===== config.mk =====
export PLATFORM = sky130hd
export DESIGN_NAME = phy_irq_ctrl
export DESIGN_NICKNAME = d
export VERILOG_FILES = /design/src/rtl/phy_irq_pkg.sv /design/src/rtl/phy_irq_ctrl_reg.sv /design/src/rtl/phy_irq_evt_bank.sv /design/src/rtl/phy_irq_sync.sv /design/src/rtl/phy_irq_ctrl.sv
export SDC_FILE = /design/constraint.sdc
export NUM_CORES = 1
export LEC_CHECK = 0
export ABC_CLOCK_PERIOD_IN_PS = 1900
export BUFFER_PORTS_ARGS = -buffer_cell sky130_fd_sc_hd__buf_2
export CAP_MARGIN = 40
export CORE_MARGIN = 10
export CORE_UTILIZATION = 40
export CTS_CLUSTER_DIAMETER = 50
export DETAILED_ROUTE_END_ITERATION = 8
export HOLD_SLACK_MARGIN = 0.08
export PLACE_DENSITY = 0.82
export SYNTH_ARGS = -nofsm -noshare
export SYNTH_HDL_FRONTEND = slang
export SYNTH_SLANG_ARGS = --single-unit

===== constraint.sdc =====
create_clock -name clk -period 1.9 [get_ports clk]
set_input_delay 0 -clock clk [delete_from_list [all_inputs] [get_ports clk]]
set_output_delay 0 -clock clk [all_outputs]
set_load 0.05 [all_outputs]

===== src/rtl/phy_irq_pkg.sv =====
package phy_irq_pkg;
  localparam int unsigned REG_AW   = 5;
  localparam int unsigned REG_DW   = 16;
  localparam int unsigned FLAG_LSB = 8;
  localparam logic [REG_AW-1:0] ADDR_CTRL = 5'h11;
  localparam logic [REG_AW-1:0] ADDR_EVT  = 5'h12;

  typedef struct packed {
    logic pad_drive;
    logic glob_en;
    logic test;
  } ctrl_t;
endpackage


===== src/rtl/phy_irq_ctrl_reg.sv =====
module phy_irq_ctrl_reg
  import phy_irq_pkg::*;
(
  input  logic        clk,
  input  logic        rst_n,
  input  logic        wr_hit,
  input  logic [2:0]  wdata,
  output ctrl_t       ctrl
);
  always_ff @(posedge clk or negedge rst_n) begin
    if (!rst_n) ctrl <= '0;
    else if (wr_hit) ctrl <= ctrl_t'(wdata);
  end

  assert_ctrl_hold_R2: assert property (@(posedge clk) disable iff (!rst_n)
    !wr_hit |=> $stable(ctrl));
endmodule


===== src/rtl/phy_irq_evt_bank.sv =====
module phy_irq_evt_bank #(
  parameter int unsigned NUM_EVT = 6
) (
  input  logic               clk,
  input  logic               rst_n,
  input  logic               en_wr,
  input  logic [NUM_EVT-1:0] en_wdata,
  input  logic               rd_clr,
  input  logic [NUM_EVT-1:0] evt,
  output logic [NUM_EVT-1:0] flags,
  output logic [NUM_EVT-1:0] en,
  output logic               pending
);
  always_ff @(posedge clk or negedge rst_n) begin
    if (!rst_n) en <= '0;
    else if (en_wr) en <= en_wdata;
  end

  for (genvar i = 0; i < NUM_EVT; i++) begin : g_flag
    always_ff @(posedge clk or negedge rst_n) begin
      if (!rst_n)      flags[i] <= 1'b0;
      else if (evt[i]) flags[i] <= 1'b1;
      else if (rd_clr) flags[i] <= 1'b0;
    end

    assert_evt_latch_R4: assert property (@(posedge clk) disable iff (!rst_n)
      evt[i] |=> flags[i]);
    assert_sticky_R4: assert property (@(posedge clk) disable iff (!rst_n)
      (flags[i] && !rd_clr) |=> flags[i]);
  end

  assign pending = |(flags & en);

  assert_clear_R5: assert property (@(posedge clk) disable iff (!rst_n)
    (rd_clr && evt == '0) |=> (flags == '0));
endmodule


===== src/rtl/phy_irq_sync.sv =====
module phy_irq_sync #(
  parameter int unsigned STAGES = 2,
  parameter logic        RST_VAL = 1'b1
) (
  input  logic clk,
  input  logic rst_n,
  input  logic din,
  output logic dout
);
  logic [STAGES-1:0] chain;

  always_ff @(posedge clk or negedge rst_n) begin
    if (!rst_n) chain <= {STAGES{RST_VAL}};
    else        chain <= {chain[STAGES-2:0], din};
  end

  assign dout = chain[STAGES-1];

  if (STAGES == 2) begin : g_chk
    assert_sync_delay_R10: assert property (@(posedge clk) disable iff (!rst_n)
      $past(rst_n, 2) |-> (dout == $past(din, 2)));
  end
endmodule


===== src/rtl/phy_irq_ctrl.sv =====
module phy_irq_ctrl
  import phy_irq_pkg::*;
#(
  parameter int unsigned NUM_EVT     = 6,
  parameter int unsigned SYNC_STAGES = 2
) (
  input  logic               clk,
  input  logic               rst_n,
  input  logic [REG_AW-1:0]  reg_addr,
  input  logic               reg_wr,
  input  logic [REG_DW-1:0]  reg_wdata,
  input  logic               reg_rd,
  output logic [REG_DW-1:0]  reg_rdata,
  input  logic [NUM_EVT-1:0] evt_pulse,
  output logic               pad_o,
  output logic               pad_oe,
  input  logic               pad_i,
  output logic               pd_req
);
  ctrl_t              ctrl;
  logic [NUM_EVT-1:0] flags, en;
  logic               pending, pad_sync;
  logic               hit_ctrl, hit_evt;
  logic [REG_DW-1:0]  rd_word;

  assign hit_ctrl = (reg_addr == ADDR_CTRL);
  assign hit_evt  = (reg_addr == ADDR_EVT);

  phy_irq_ctrl_reg u_ctrl (
    .clk    (clk),
    .rst_n  (rst_n),
    .wr_hit (reg_wr && hit_ctrl),
    .wdata  (reg_wdata[2:0]),
    .ctrl   (ctrl)
  );

  phy_irq_evt_bank #(.NUM_EVT(NUM_EVT)) u_evt (
    .clk      (clk),
    .rst_n    (rst_n),
    .en_wr    (reg_wr && hit_evt),
    .en_wdata (reg_wdata[NUM_EVT-1:0]),
    .rd_clr   (reg_rd && hit_evt),
    .evt      (evt_pulse),
    .flags    (flags),
    .en       (en),
    .pending  (pending)
  );

  phy_irq_sync #(.STAGES(SYNC_STAGES), .RST_VAL(1'b1)) u_sync (
    .clk   (clk),
    .rst_n (rst_n),
    .din   (pad_i),
    .dout  (pad_sync)
  );

  // Readback mux: event word packs enables low, flags from FLAG_LSB up.
  always_comb begin
    rd_word = '0;
    if (hit_ctrl) begin
      rd_word[2:0] = ctrl;
    end else if (hit_evt) begin
      rd_word[NUM_EVT-1:0]           = en;
      rd_word[FLAG_LSB +: NUM_EVT]   = flags;
    end
  end

  always_ff @(posedge clk or negedge rst_n) begin
    if (!rst_n)      reg_rdata <= '0;
    else if (reg_rd) reg_rdata <= rd_word;
    else             reg_rdata <= '0;
  end

  // Active-low interrupt and pad direction.
  assign pad_o  = !(ctrl.test || (ctrl.glob_en && pending));
  assign pad_oe = ctrl.pad_drive;
  assign pd_req = !ctrl.pad_drive && !pad_sync;

  assert_rsvd_zero_R2: assert property (@(posedge clk) disable iff (!rst_n)
    (reg_rd && hit_ctrl) |=> (reg_rdata[REG_DW-1:3] == '0));
  assert_unmapped_zero_R3: assert property (@(posedge clk) disable iff (!rst_n)
    (reg_rd && !hit_ctrl && !hit_evt) |=> (reg_rdata == '0));
  assert_idle_zero_R3: assert property (@(posedge clk) disable iff (!rst_n)
    !reg_rd |=> (reg_rdata == '0));
  assert_irq_gated_R7: assert property (@(posedge clk) disable iff (!rst_n)
    (!ctrl.test && !ctrl.glob_en) |-> pad_o);
  assert_test_forces_R8: assert property (@(posedge clk) disable iff (!rst_n)
    ctrl.test |-> !pad_o);
  assert_drive_blocks_pd_R10: assert property (@(posedge clk) disable iff (!rst_n)
    pad_oe |-> !pd_req);
endmodule


# [Yosys cells after proc, flatten, opt, wreduce, memory -nomap -nowiden]
# Cells that the tools add are included.
[op_classes] reduce_logical=16 magnitude_cmp=0 n_eq_ne=2 mul=0 shifts=0 mux=13 div=0 n_bitwise=1 n_addsub=0
[op_table] operator="6-bit 2-to-1 mux" n=3
[op_table] operator="14-bit 2-to-1 mux" n=1
[op_table] operator="2-bit nonzero test" n=6
[op_table] operator="5-bit equality test, second input constant" n=2
[op_table] operator="1-bit 2-to-1 mux" n=7
[op_table] operator="6-bit bitwise AND" n=1
[op_table] operator="3-bit 2-to-1 mux" n=2
[op_table] operator="6-bit OR reduction" n=1
[op_table] operator="1-bit logical AND" n=5
[op_table] operator="1-bit logical NOT" n=3
[op_table] operator="1-bit logical OR" n=1
[totals] out_inout_bits=19 latchBits=0 ram_bits=0 reg_bits=33 in_bits=32 rom_bits=0 n_memories=0

# [Longest topological paths before layout]
# Gate-level depths: netlist of the first run.
[depth] word_depth=5 depth_mapped=4

# [By module]
# Synthesis of the first run repeated with hierarchy kept, for this count alone.
[unflattened] hier_cells=82 area_unflattened_um2=1169.9
[modules_own_cells] module="phy_irq_ctrl" area_per_inst_um2=530.5 instances=1 cells_each=44
[modules_own_cells] module="phy_irq_evt_bank" area_per_inst_um2=478.0 instances=1 cells_each=30
[modules_own_cells] module="phy_irq_ctrl_reg" area_per_inst_um2=108.9 instances=1 cells_each=6
[modules_own_cells] module="phy_irq_sync" area_per_inst_um2=52.6 instances=1 cells_each=2

# [Worst setup path before layout of the first run]
# OpenSTA, ideal clock, no wires.
[synth_path] kind="register -> output" from="register u_evt.en[2]" to="output pad_o" path_slack_ns=0.475 stages_incl_launch_ff=4 t_required_ns=1.900 arrival_time_ns=1.425 path_cell_list="dfrtp_1 -> a22oi_1 -> nand3_1 -> a21oi_1"
[synth_between] elab_chain_len=5
[synth_rtl] element="start: declaration" line="phy_irq_evt_bank.sv:11" rtl="output logic [NUM_EVT-1:0] en,"
[synth_rtl] element="start signal: assignment" line="phy_irq_evt_bank.sv:16" rtl="else if (en_wr) en <= en_wdata;"
[synth_rtl] element="6-bit bitwise AND" line="phy_irq_evt_bank.sv:32" rtl="assign pending = |(flags & en);"
[synth_rtl] element="6-bit OR reduction" line="phy_irq_evt_bank.sv:32"
[synth_rtl] element="1-bit logical AND" line="phy_irq_ctrl.sv:74" rtl="assign pad_o = !(ctrl.test || (ctrl.glob_en && pending));"
[synth_rtl] element="1-bit logical OR" line="phy_irq_ctrl.sv:74"
[synth_rtl] element="1-bit logical NOT" line="phy_irq_ctrl.sv:74"
[synth_rtl] element="end: declaration" line="phy_irq_ctrl.sv:15" rtl="output logic pad_o,"
# No other way between the ends.

# [Worst setup path in the final report of the first run]
[layout_path] from="input reg_addr[2]" to="register reg_rdata[1]"
[layout_between] elab_chain_len=4
[layout_rtl] element="start: declaration" line="phy_irq_ctrl.sv:9" rtl="input logic [REG_AW-1:0] reg_addr,"
[layout_rtl] element="5-bit equality test" line="phy_irq_ctrl.sv:27" rtl="assign hit_evt = (reg_addr == ADDR_EVT);"
[layout_rtl] element="6-bit 2-to-1 mux" line="phy_irq_ctrl.sv:61" rtl="end else if (hit_evt) begin"
[layout_rtl] element="3-bit 2-to-1 mux *" line="phy_irq_ctrl.sv:59" rtl="if (hit_ctrl) begin"
[layout_rtl] element="14-bit 2-to-1 mux *" line="phy_irq_ctrl.sv:69" rtl="else if (reg_rd) reg_rdata <= rd_word;"
[layout_rtl] element="end signal: assignment" line="phy_irq_ctrl.sv:69"
[layout_rtl] element="end: declaration" line="phy_irq_ctrl.sv:13" rtl="output logic [REG_DW-1:0] reg_rdata,"
# Mark *: on every way between the ends. The rest lies on a longest branch, timed or not.
# A chain may end at the register's enable or synchronous reset.

==> flow_summary_export.csv, run 1 <==
group,metric,value,unit
route,vias_per_cell,4.89,
synth,ys.flop_type,"dfrtp_1",
pwr,pwr_density_cell,851,nW/um2
setup_path,reg2reg_depth,3,
sta,finalSetupViolCount,0,
route,wl,2700,um
synth,seq_area_frac_synth,63.5,%
sta,fin_ws,0.194,ns
clock_network,ctsHoldBuffers,21,
pwr,peakVddDrop,0.640,mV
route,drt_iter0_drc,21,
grt,grt.overflow.total,0,
cells_and_area,num-fill-cells,234,
synth,synth_seq_cells,29,
setup_path,required,2.15,ns
setup_path,crit_path_frequent_cell,"dlygate4sd3_1",
clock_network,cts_root_buf,"clkbuf_4",
min_path,hold_path_depth,3,
min_path,min_delay_worst_endpoint,"u_ctrl.ctrl[0]",
setup_path,critPathBufInv,3,
synth,syn_area_per_cell,13.8,um2
synth,synth.distinct_cells,19,
clock_network,clockBufferDepth,2,
placement,port_buffers,36,
setup_path,cp_cell_sequence,"dlygate4sd3_1, buf_2, nor3b_4, dlygate4sd3_1, nand3_1, a21oi_1",
sta,final_max_slew_viol_count,0,
setup_path,critical_path_class,"primary input to register",
grt,antenna_found_initial,0,
floorplanning,ioPinCount,51,
clock_network,clock-sinks,29,
clock_network,clk_latency,0.32,ns
clock_network,htreeDepth,2,
sta,fmax,586,MHz
synth,async_flop_share,100,%
route,vias,861,
synth,synth_top_cell_by_area,"dfrtp_1",
grt,grt_use_total,10.6,%
cells_and_area,regArea,728,um2
floorplanning,die_area,5410,um2
synth,yosysMostFrequentCell,"dfrtp_1",
setup_path,max_stage_delay,0.68,ns
synth,netlist_instances,83,
grt,grt_pass1_wl,4380,um
placement,globalplace.congestion,0.786,
setup_path,critPathTopFamily,"buffers and inverters",
clock_network,cts_inserted_buffers,5,
placement,place_ws,0.455,ns
synth,yosysWarnings,0,
setup_path,critPathLaunchType,"primary input",
route,drt_pass1_iterations,4,
route,wl_per_cell,15.4,um
cells_and_area,diodes,0,
synth,synth-edff-count,0,
sta,worstMarginPinSlew,0.625,ns
grt,grt_max_degree,30,
placement,dp_hpwl,2020,um
setup_path,end_kind,"register",
sta,finalCritPeriodShare,89.8,%
route,route.detailed.drc,0,
setup_path,r2r_setup_slack,0.60,ns
setup_path,worstPathArrival,1.95,ns
synth,synth_top_area_share,59.0,%
cells_and_area,layout-drive-gt1-share,40.0,%
setup_path,crit_path_top_delay_cell,"dlygate4sd3_1",
min_path,hold_start,"reg_wr",
sta,final_hold_viol_count,0,
route,ant_nets,0,
clock_network,cts_tree,"yes",
sta,rsz0062_at_grt,"no",
synth,synth_area_leaders,"dfrtp_1, mux2_4, and2_1",
cells_and_area,area_delta_synth_final,40.5,%
sta,period_minus_slack,1.71,ns
floorplanning,coreArea,2760,um2
status,outcome,"finished, final reports clean",
min_path,min-delay-path-class,"primary input to register",
floorplanning,fp.dieW,73.5,um
synth,ys_top_cells_by_count,"dfrtp_1, and2_1, nand3_1",
setup_path,crit_path_max_fanout,8,
synth,syn_area,1150,um2
placement,place_area,1330,um2
pwr,power.total,1.37,mW
cells_and_area,stdcell_area,1610,um2
floorplanning,die-height,73.5,um
grt,grt_pass1_vias,970,
clock_network,path_clk_slew,0.09,ns
sta,fin_tns_setup,0,ns
pwr,total_leakage_power,0.806,nW
cells_and_area,multiInputGateArea,379,um2
setup_path,r2r_end,"reg_rdata[2]",
clock_network,post_cts_buffers,0,
flow_run,max_cap_viol_count,0,
floorplanning,rows,19,
floorplanning,start_util,41.6,%
sta,relSlewSlack,58.3,%
setup_path,r2r_start,"u_ctrl.ctrl[2]",
cells_and_area,nets,176,
clock_network,ctsResizeCount,0,
sta,finClkSkew,0.00639,ns
worst register-to-register path: stages, from the launching register on:
cell           delay [ns]
dfrtp_1              0.41
nand3_1              0.09
dlygate4sd3_1        0.57
a21oi_1              0.16
cell usage in the layout (no fill, tap or decap):
cell type	count
a21o_1	6
a21oi_1	4
a22oi_1	3
and2_1	9
and3_1	1
and3_2	2
buf_2	36
clkbuf_4	5
clkbuf_8	2
clkinv_2	1
conb_1	4
dfrtp_1	27
dfstp_2	2
dlygate4sd3_1	21
inv_1	1
mux2_2	3
mux2_4	6
nand3_1	8
nor2_1	1
nor2b_1	2
nor3b_4	1
cells by family (layout without fill, tap and decap cells):
| kind of cell | Yosys count | after routing | synth area share, % |
|---|---|---|---|
| AOI/OAI and AO/OA | 13 | 13 | 7.64 |
| buffers and inverters | 7 | 66 | 4.37 |
| DFF | 29 | 29 | 63.5 |
| muxes | 9 | 9 | 10.8 |
| other | 1 | 4 | 0.327 |
| and+or+nand+nor | 24 | 24 | 13.3 |
where the power goes:
part | total, mW | internal, mW | switching [mW]
clock | 0.422 | 0.214 | 0.208
combinational | 0.248 | 0.112 | 0.137
sequential | 0.700 | 0.662 | 0.0378
final cells by class:
class | instances | area share (%)
clock buffer | 7 | 4.04
clock inverter | 1 | 0.311
inverter | 1 | 0.233
multi-input combinational | 50 | 23.5
sequential | 29 | 45.2
tap | 31 | 2.41
timing repair buffer | 57 | 24.2
routing by layer:
metal / share of wire [%] / vias to the layer above / wire, um / track usage, %
met5: 0 / - / 0 / 0
met4: 3.0 / 0 / 82 / 4.76
met3: 12 / 14 / 332 / 6.46
met2: 49 / 43 / 1330 / 18.1
met1: 35 / 403 / 959 / 9.83
li1: - / 401 / - / -
flip-flops by register name, summed over array words and instances (netlist names):
name          flops
u_sync.chain      2
u_ctrl.ctrl       3
u_evt.flags       6
u_evt.en          6
reg_rdata        12
per-stage QoR:
stage          std cells  utilization [%]  hold slack, ns
6_report             176             58.4           0.143
4_1_cts              176             58.4           0.127
5_1_grt              176             58.4           0.143
2_1_floorplan         86                -          -0.296
3_3_place_gp         147             48.2          0.0327
3_5_place_dp         147             48.2          0.0498
how the worst max path moves through the flow:
stage / endpoint / from / slack, ns / depth (start not counted)
final: reg_rdata[1] / reg_addr[2] / 0.19 / 6
after global placement: u_evt.en[3] / reg_addr[3] / 0.53 / 4
after detailed placement: u_evt.en[4] / reg_addr[3] / 0.45 / 4
after floorplan: pad_o / u_evt.en[2] / 0.48 / 3
after global routing: reg_rdata[1] / reg_addr[2] / 0.12 / 6
after CTS: reg_rdata[1] / reg_addr[2] / 0.25 / 6
No activity file was read; power rests on OpenSTA's default activity.
==> inputs of run 2 (changes only) <==
GPL_TIMING_DRIVEN = 0   (was unset)
==> run 2 against run 1 <==
Compared with the run above:
- sequential power hardly changed
- combinational power up 3%
- clock skew up 0.0019 ns
- utilization rose by 1.0 points
- wire length rose by 4.5%
- critical endpoint unchanged
- total power decreased by 4.5%
- global-route usage rose by 0.80 points
- register-to-register slack about the same
- sequential share of layout area fell by 0.76 points
- maximum frequency shrank 1.1%
- largest power group unchanged
==> flow_summary_export.csv, run 2 (same netlist as run 1, synthesis figures left out) <==
group,metric,value,unit
clock_network,clock-sinks,29,
floorplanning,die_area,5410,um2
route,vias_per_cell,4.85,
sta,final_hold_viol_count,0,
cells_and_area,nets,182,
route,vias,883,
pwr,pwr_density_cell,799,nW/um2
setup_path,critPathLaunchType,"primary input",
sta,fmax,579,MHz
cells_and_area,layout_common_cells,"buf_2, dfrtp_1, dlygate4sd3_1",
setup_path,end_kind,"register",
sta,finalSetupViolCount,0,
sta,finClkSkew,0.00825,ns
grt,antenna_found_initial,0,
setup_path,critPathTopFamily,"buffers and inverters",
sta,rsz0062_at_grt,"no",
min_path,min-delay-path-class,"primary input to register",
grt,grt_pass1_wl,4800,um
cells_and_area,largest_reg_flops,12,
placement,place_area,1380,um2
setup_path,crit_path_frequent_cell,"dlygate4sd3_1",
clock_network,cts_tree,"yes",
setup_path,cp_cell_sequence,"dlygate4sd3_1, buf_2, nor3b_4, dlygate4sd3_1, nand3_1, a21oi_1",
cells_and_area,reg_top3,"reg_rdata: 12 flops, u_evt.en: 6 flops, u_evt.flags: 6 flops",
route,ant_nets,0,
grt,grt.overflow.total,0,
placement,globalplace.congestion,0.757,
cells_and_area,regMostFlops,"reg_rdata",
route,wl_per_cell,15.5,um
floorplanning,ioPinCount,51,
grt,grt_max_degree,30,
status,outcome,"finished, final reports clean",
floorplanning,fp.dieW,73.5,um
sta,worstMarginPinSlew,0.625,ns
clock_network,clk_latency,0.33,ns
route,drt_iter0_drc,22,
cells_and_area,stdcell_area,1640,um2
setup_path,critical_path_class,"primary input to register",
setup_path,required,2.15,ns
setup_path,critPathBufInv,3,
pwr,total_leakage_power,0.831,nW
setup_path,worstPathArrival,1.98,ns
grt,grt_pass1_vias,1033,
clock_network,htreeDepth,2,
flow_run,max_cap_viol_count,0,
floorplanning,rows,19,
clock_network,cts_inserted_buffers,5,
sta,final_max_slew_viol_count,0,
pwr,peakVddDrop,0.624,mV
route,route.detailed.drc,0,
setup_path,crit_path_max_fanout,8,
placement,port_buffers,36,
pwr,power.total,1.31,mW
sta,relSlewSlack,58.3,%
route,drt_pass1_iterations,4,
cells_and_area,layout-drive-gt1-share,41.7,%
grt,grt_use_total,11.4,%
cells_and_area,final_util,59.4,%
clock_network,ctsResizeCount,0,
clock_network,clockBufferDepth,2,
clock_network,path_clk_slew,0.09,ns
floorplanning,die-height,73.5,um
cells_and_area,area_delta_synth_final,42.9,%
sta,period_minus_slack,1.73,ns
placement,dp_hpwl,2010,um
sta,finalCritPeriodShare,90.8,%
floorplanning,coreArea,2760,um2
cells_and_area,final_common_cell,"buf_2",
route,wl,2820,um
floorplanning,start_util,41.6,%
sta,fin_tns_setup,0,ns
setup_path,crit_path_top_delay_cell,"dlygate4sd3_1",
setup_path,max_stage_delay,0.68,ns
cells_and_area,diodes,0,
clock_network,cts_root_buf,"clkbuf_4",
## run 2: routing by layer
metal	vias up	track usage [%]	share of wire (%)
li1	410	-	-
met1	421	10.6	36
met2	45	19.8	52
met3	7	5.92	10
met4	0	5.80	1.9
met5	-	0	0
## run 2: per-stage QoR
step                cells  hold slack [ns]  setup WS, ns
floorplan              86           -0.296         0.475
global placement      153           0.0335         0.670
detailed placement    153           0.0528         0.632
CTS                   182            0.128         0.253
global route          182            0.133        0.0790
finish                182            0.133         0.174
## run 2: final cells by class
type                    count  area [um2]
plain buffers               6        46.3
clock buffers               6        41.3
clock inverters             2        10.0
fillers                   230        1120
inverters                   1        3.75
multi-input cells          50         379
flip-flops and latches     29         728
well taps                  31        38.8
repair buffers             57         390
## run 2: what timing repair did
action                                  CTS  global route
endpoints found under the setup margin    0             0
endpoints found under the hold margin    48             0
hold buffers                             21             0
setup buffers                             0             0
## run 2: worst paths after layout
kind	start	to	slack, ns	depth (start not counted)
max	reg_addr[3]	reg_rdata[1]	0.17	6
min in group asynchronous	rst_n	u_ctrl.ctrl[2]	0.21	2
max reg2reg	u_ctrl.ctrl[2]	reg_rdata[2]	0.60	3
max in group asynchronous	rst_n	reg_rdata[13]	1.28	2
min	reg_wr	u_ctrl.ctrl[0]	0.13	3
min reg2reg	u_sync.chain[0]	u_sync.chain[1]	0.36	0
## run 2: power by group
| part | internal (mW) | total (mW) | switching [mW] |
|---|---|---|---|
| Combinational | 0.118 | 0.255 | 0.137 |
| Clock | 0.140 | 0.353 | 0.213 |
| Sequential | 0.662 | 0.700 | 0.0380 |
## run 2: worst min-delay path, cell delays in order
cell and delay [ns]:
buf_2 0.08, and3_2 0.20, mux2_2 0.15
==> inputs of run 3 (changes only) <==
ABC_AREA = 1   (was unset)
BUFFER_PORTS_ARGS = unset   (was -buffer_cell sky130_fd_sc_hd__buf_2)
DONT_BUFFER_PORTS = 1   (was unset)
PLACE_DENSITY = 0.66   (was 0.82)
==> run 3 against run 2 <==
Compared with the run above:
- cell area increased by 12%
- largest cell class unchanged
- critical path type is now register to register
- count of clock-buffer cells in the layout is 2 higher
- hold slack got worse by 0.027 ns
- largest power group unchanged
==> flow_summary_export.csv, run 3 <==
group,metric,value,unit
sta,finalSetupViolCount,0,
setup_path,worstSetupEndpoint,"reg_rdata[1]",
sta,rsz0062_at_grt,"no",
synth,synth_area_leaders,"dfrtp_1, nand2_1, inv_1",
synth,synth_top_area_share,54.2,%
synth,synth_top_cell_by_area,"dfrtp_1",
sta,finClkSkew,0.0106,ns
route,drt_pass1_iterations,4,
sta,finalCritPeriodShare,95.8,%
synth,seq_area_frac_synth,58.4,%
flow_run,max_cap_viol_count,0,
grt,antenna_found_initial,0,
grt,grt_max_degree,30,
placement,port_buffers,0,
synth,syn_area_per_cell,9.90,um2
clock_network,cts_tree,"yes",
clock_network,clock-sinks,29,
floorplanning,start_util,41.2,%
synth,synth.distinct_cells,21,
setup_path,worstPathArrival,2.09,ns
setup_path,end_kind,"register",
synth,ys_top_cells_by_count,"dfrtp_1, nand2_1, inv_1",
grt,grt_pass1_wl,5040,um
pwr,power.total,1.37,mW
pwr,pwr_density_cell,745,nW/um2
sta,final_hold_viol_count,0,
route,drt_iter0_drc,96,
clock_network,clockBufferDepth,2,
placement,globalplace.congestion,0.764,
cells_and_area,diodes,0,
synth,ys.flop_type,"dfrtp_1",
route,ant_nets,0,
cells_and_area,final_common_cell,"dlygate4sd3_1",
synth,yosysWarnings,0,
setup_path,r2r_start,"u_ctrl.ctrl[1]",
synth,netlist_instances,126,
route,wl_per_cell,13.5,um
route,route.detailed.drc,0,
synth,async_flop_share,100,%
min_path,min-delay-path-class,"primary input to asynchronous set/reset pin",
synth,syn_area,1250,um2
floorplanning,rows,20,
pwr,peakVddDrop,0.352,mV
clock_network,path_clk_slew,0.09,ns
setup_path,required,2.17,ns
cells_and_area,area_delta_synth_final,47.6,%
cells_and_area,largest_reg_flops,12,
cells_and_area,nets,215,
setup_path,crit_path_max_fanout,3,
floorplanning,ioPinCount,51,
pwr,total_leakage_power,0.990,nW
floorplanning,die_area,5750,um2
grt,grt.overflow.total,0,
setup_path,r2r_end,"reg_rdata[1]",
sta,worstMarginPinSlew,0.531,ns
synth,synth-edff-count,0,
route,wl,3080,um
sta,fin_tns_setup,0,ns
cells_and_area,layout-drive-gt1-share,19.0,%
setup_path,critical_path_class,"register to register",
clock_network,cts_inserted_buffers,5,
clock_network,cts_root_buf,"clkbuf_4",
clock_network,clk_latency,0.33,ns
floorplanning,coreArea,3030,um2
setup_path,crit_path_start,"u_ctrl.ctrl[1]",
route,vias,1025,
setup_path,r2r_setup_slack,0.08,ns
cells_and_area,reg_top3,"reg_rdata: 12 flops, u_evt.en: 6 flops, u_evt.flags: 6 flops",
floorplanning,fp.dieW,75.8,um
grt,grt_pass1_vias,1077,
sta,period_minus_slack,1.82,ns
sta,fmax,550,MHz
synth,synth_seq_cells,29,
status,outcome,"finished, final reports clean",
route,vias_per_cell,4.50,
placement,dp_hpwl,2130,um
sta,relSlewSlack,64.6,%
cells_and_area,layout_common_cells,"dlygate4sd3_1, nand2_1, dfrtp_1",
setup_path,critPathLaunchType,"register",
sta,final_max_slew_viol_count,0,
setup_path,reg2reg_depth,4,
grt,grt_use_total,11.9,%
cells_and_area,regMostFlops,"reg_rdata",
clock_network,htreeDepth,2,
floorplanning,die-height,75.8,um
run 3: cell count changes after synthesis, moves of 4 or more:
cell	change
a21o_1	-6
nor2_1	+12
nand2_1	+27
o21bai_1	+6
mux2_4	-6
and2_1	-9
inv_1	+18
nand3_1	-4
run 3: power by group:
group          switching [mW]  leakage, nW  internal [mW]
Sequential             0.0561        0.358          0.659
Clock                   0.193       0.0326          0.182
Combinational           0.150        0.600          0.132
Total                   0.399        0.990          0.973
run 3: worst min-delay path by stage:
stage	depth (start not counted)	slack, ns	endpoint	from
2_1_floorplan	0	-0.30	reg_rdata[0]	rst_n
3_5_place_dp	0	-0.29	reg_rdata[3]	rst_n
4_1_cts	2	0.1	reg_rdata[8]	rst_n
6_report	2	0.11	reg_rdata[5]	rst_n
3_3_place_gp	0	-0.29	reg_rdata[3]	rst_n
5_1_grt	2	0.12	reg_rdata[5]	rst_n
run 3: per-stage QoR:
step	util, %	hold WS (ns)	area (um2)	cells	setup slack [ns]
global route	60.8	0.120	1840	228	0.00887
floorplan	-	-0.296	1260	129	0.531
global placement	43.4	-0.295	1310	173	0.391
detailed placement	43.9	-0.294	1330	175	0.841
finish	60.8	0.106	1840	228	0.0803
CTS	60.4	0.0954	1830	226	0.0721
run 3: per-layer routing:
layer | wire, um | GRT usage, %
met5 | 0 | 0
met4 | 136 | 8.45
met3 | 190 | 2.34
met2 | 1580 | 20.6
met1 | 1170 | 12.8
run 3: worst max-delay path, stage by stage (launching register included):
cell,delay [ns]
dfrtp_1,0.37
nand4_1,0.10
dlygate4sd3_1,0.59
a21oi_2,0.15
dlygate4sd3_1,0.56
run 3: logic make-up after synthesis:
group / after synthesis / share of synthesized area (%)
AO/OA/AOI/OAI: 15 / 8.12
buffers and inverters: 24 / 8.43
flip-flops: 29 / 58.4
other: 1 / 0.301
AND/OR/NAND/NOR: 57 / 24.8
run 3: final cells by class:
cell class                      count  area (um2)
Multi-Input combinational cell     76         429
Tap cell                           44        55.1
Fill cell                         230        1190
Inverter                           20        75.1
Buffer                              4        30.0
Timing Repair Buffer               47         465
Clock buffer                        8        58.8
Sequential cell                    29         728
run 3: timing repair:
action                                 CTS  global route
gates resized for setup                  0             1
buffers inserted                         0             4
endpoints found under the hold margin   57             0
setup endpoints to repair                0             4
hold buffers                            43             0
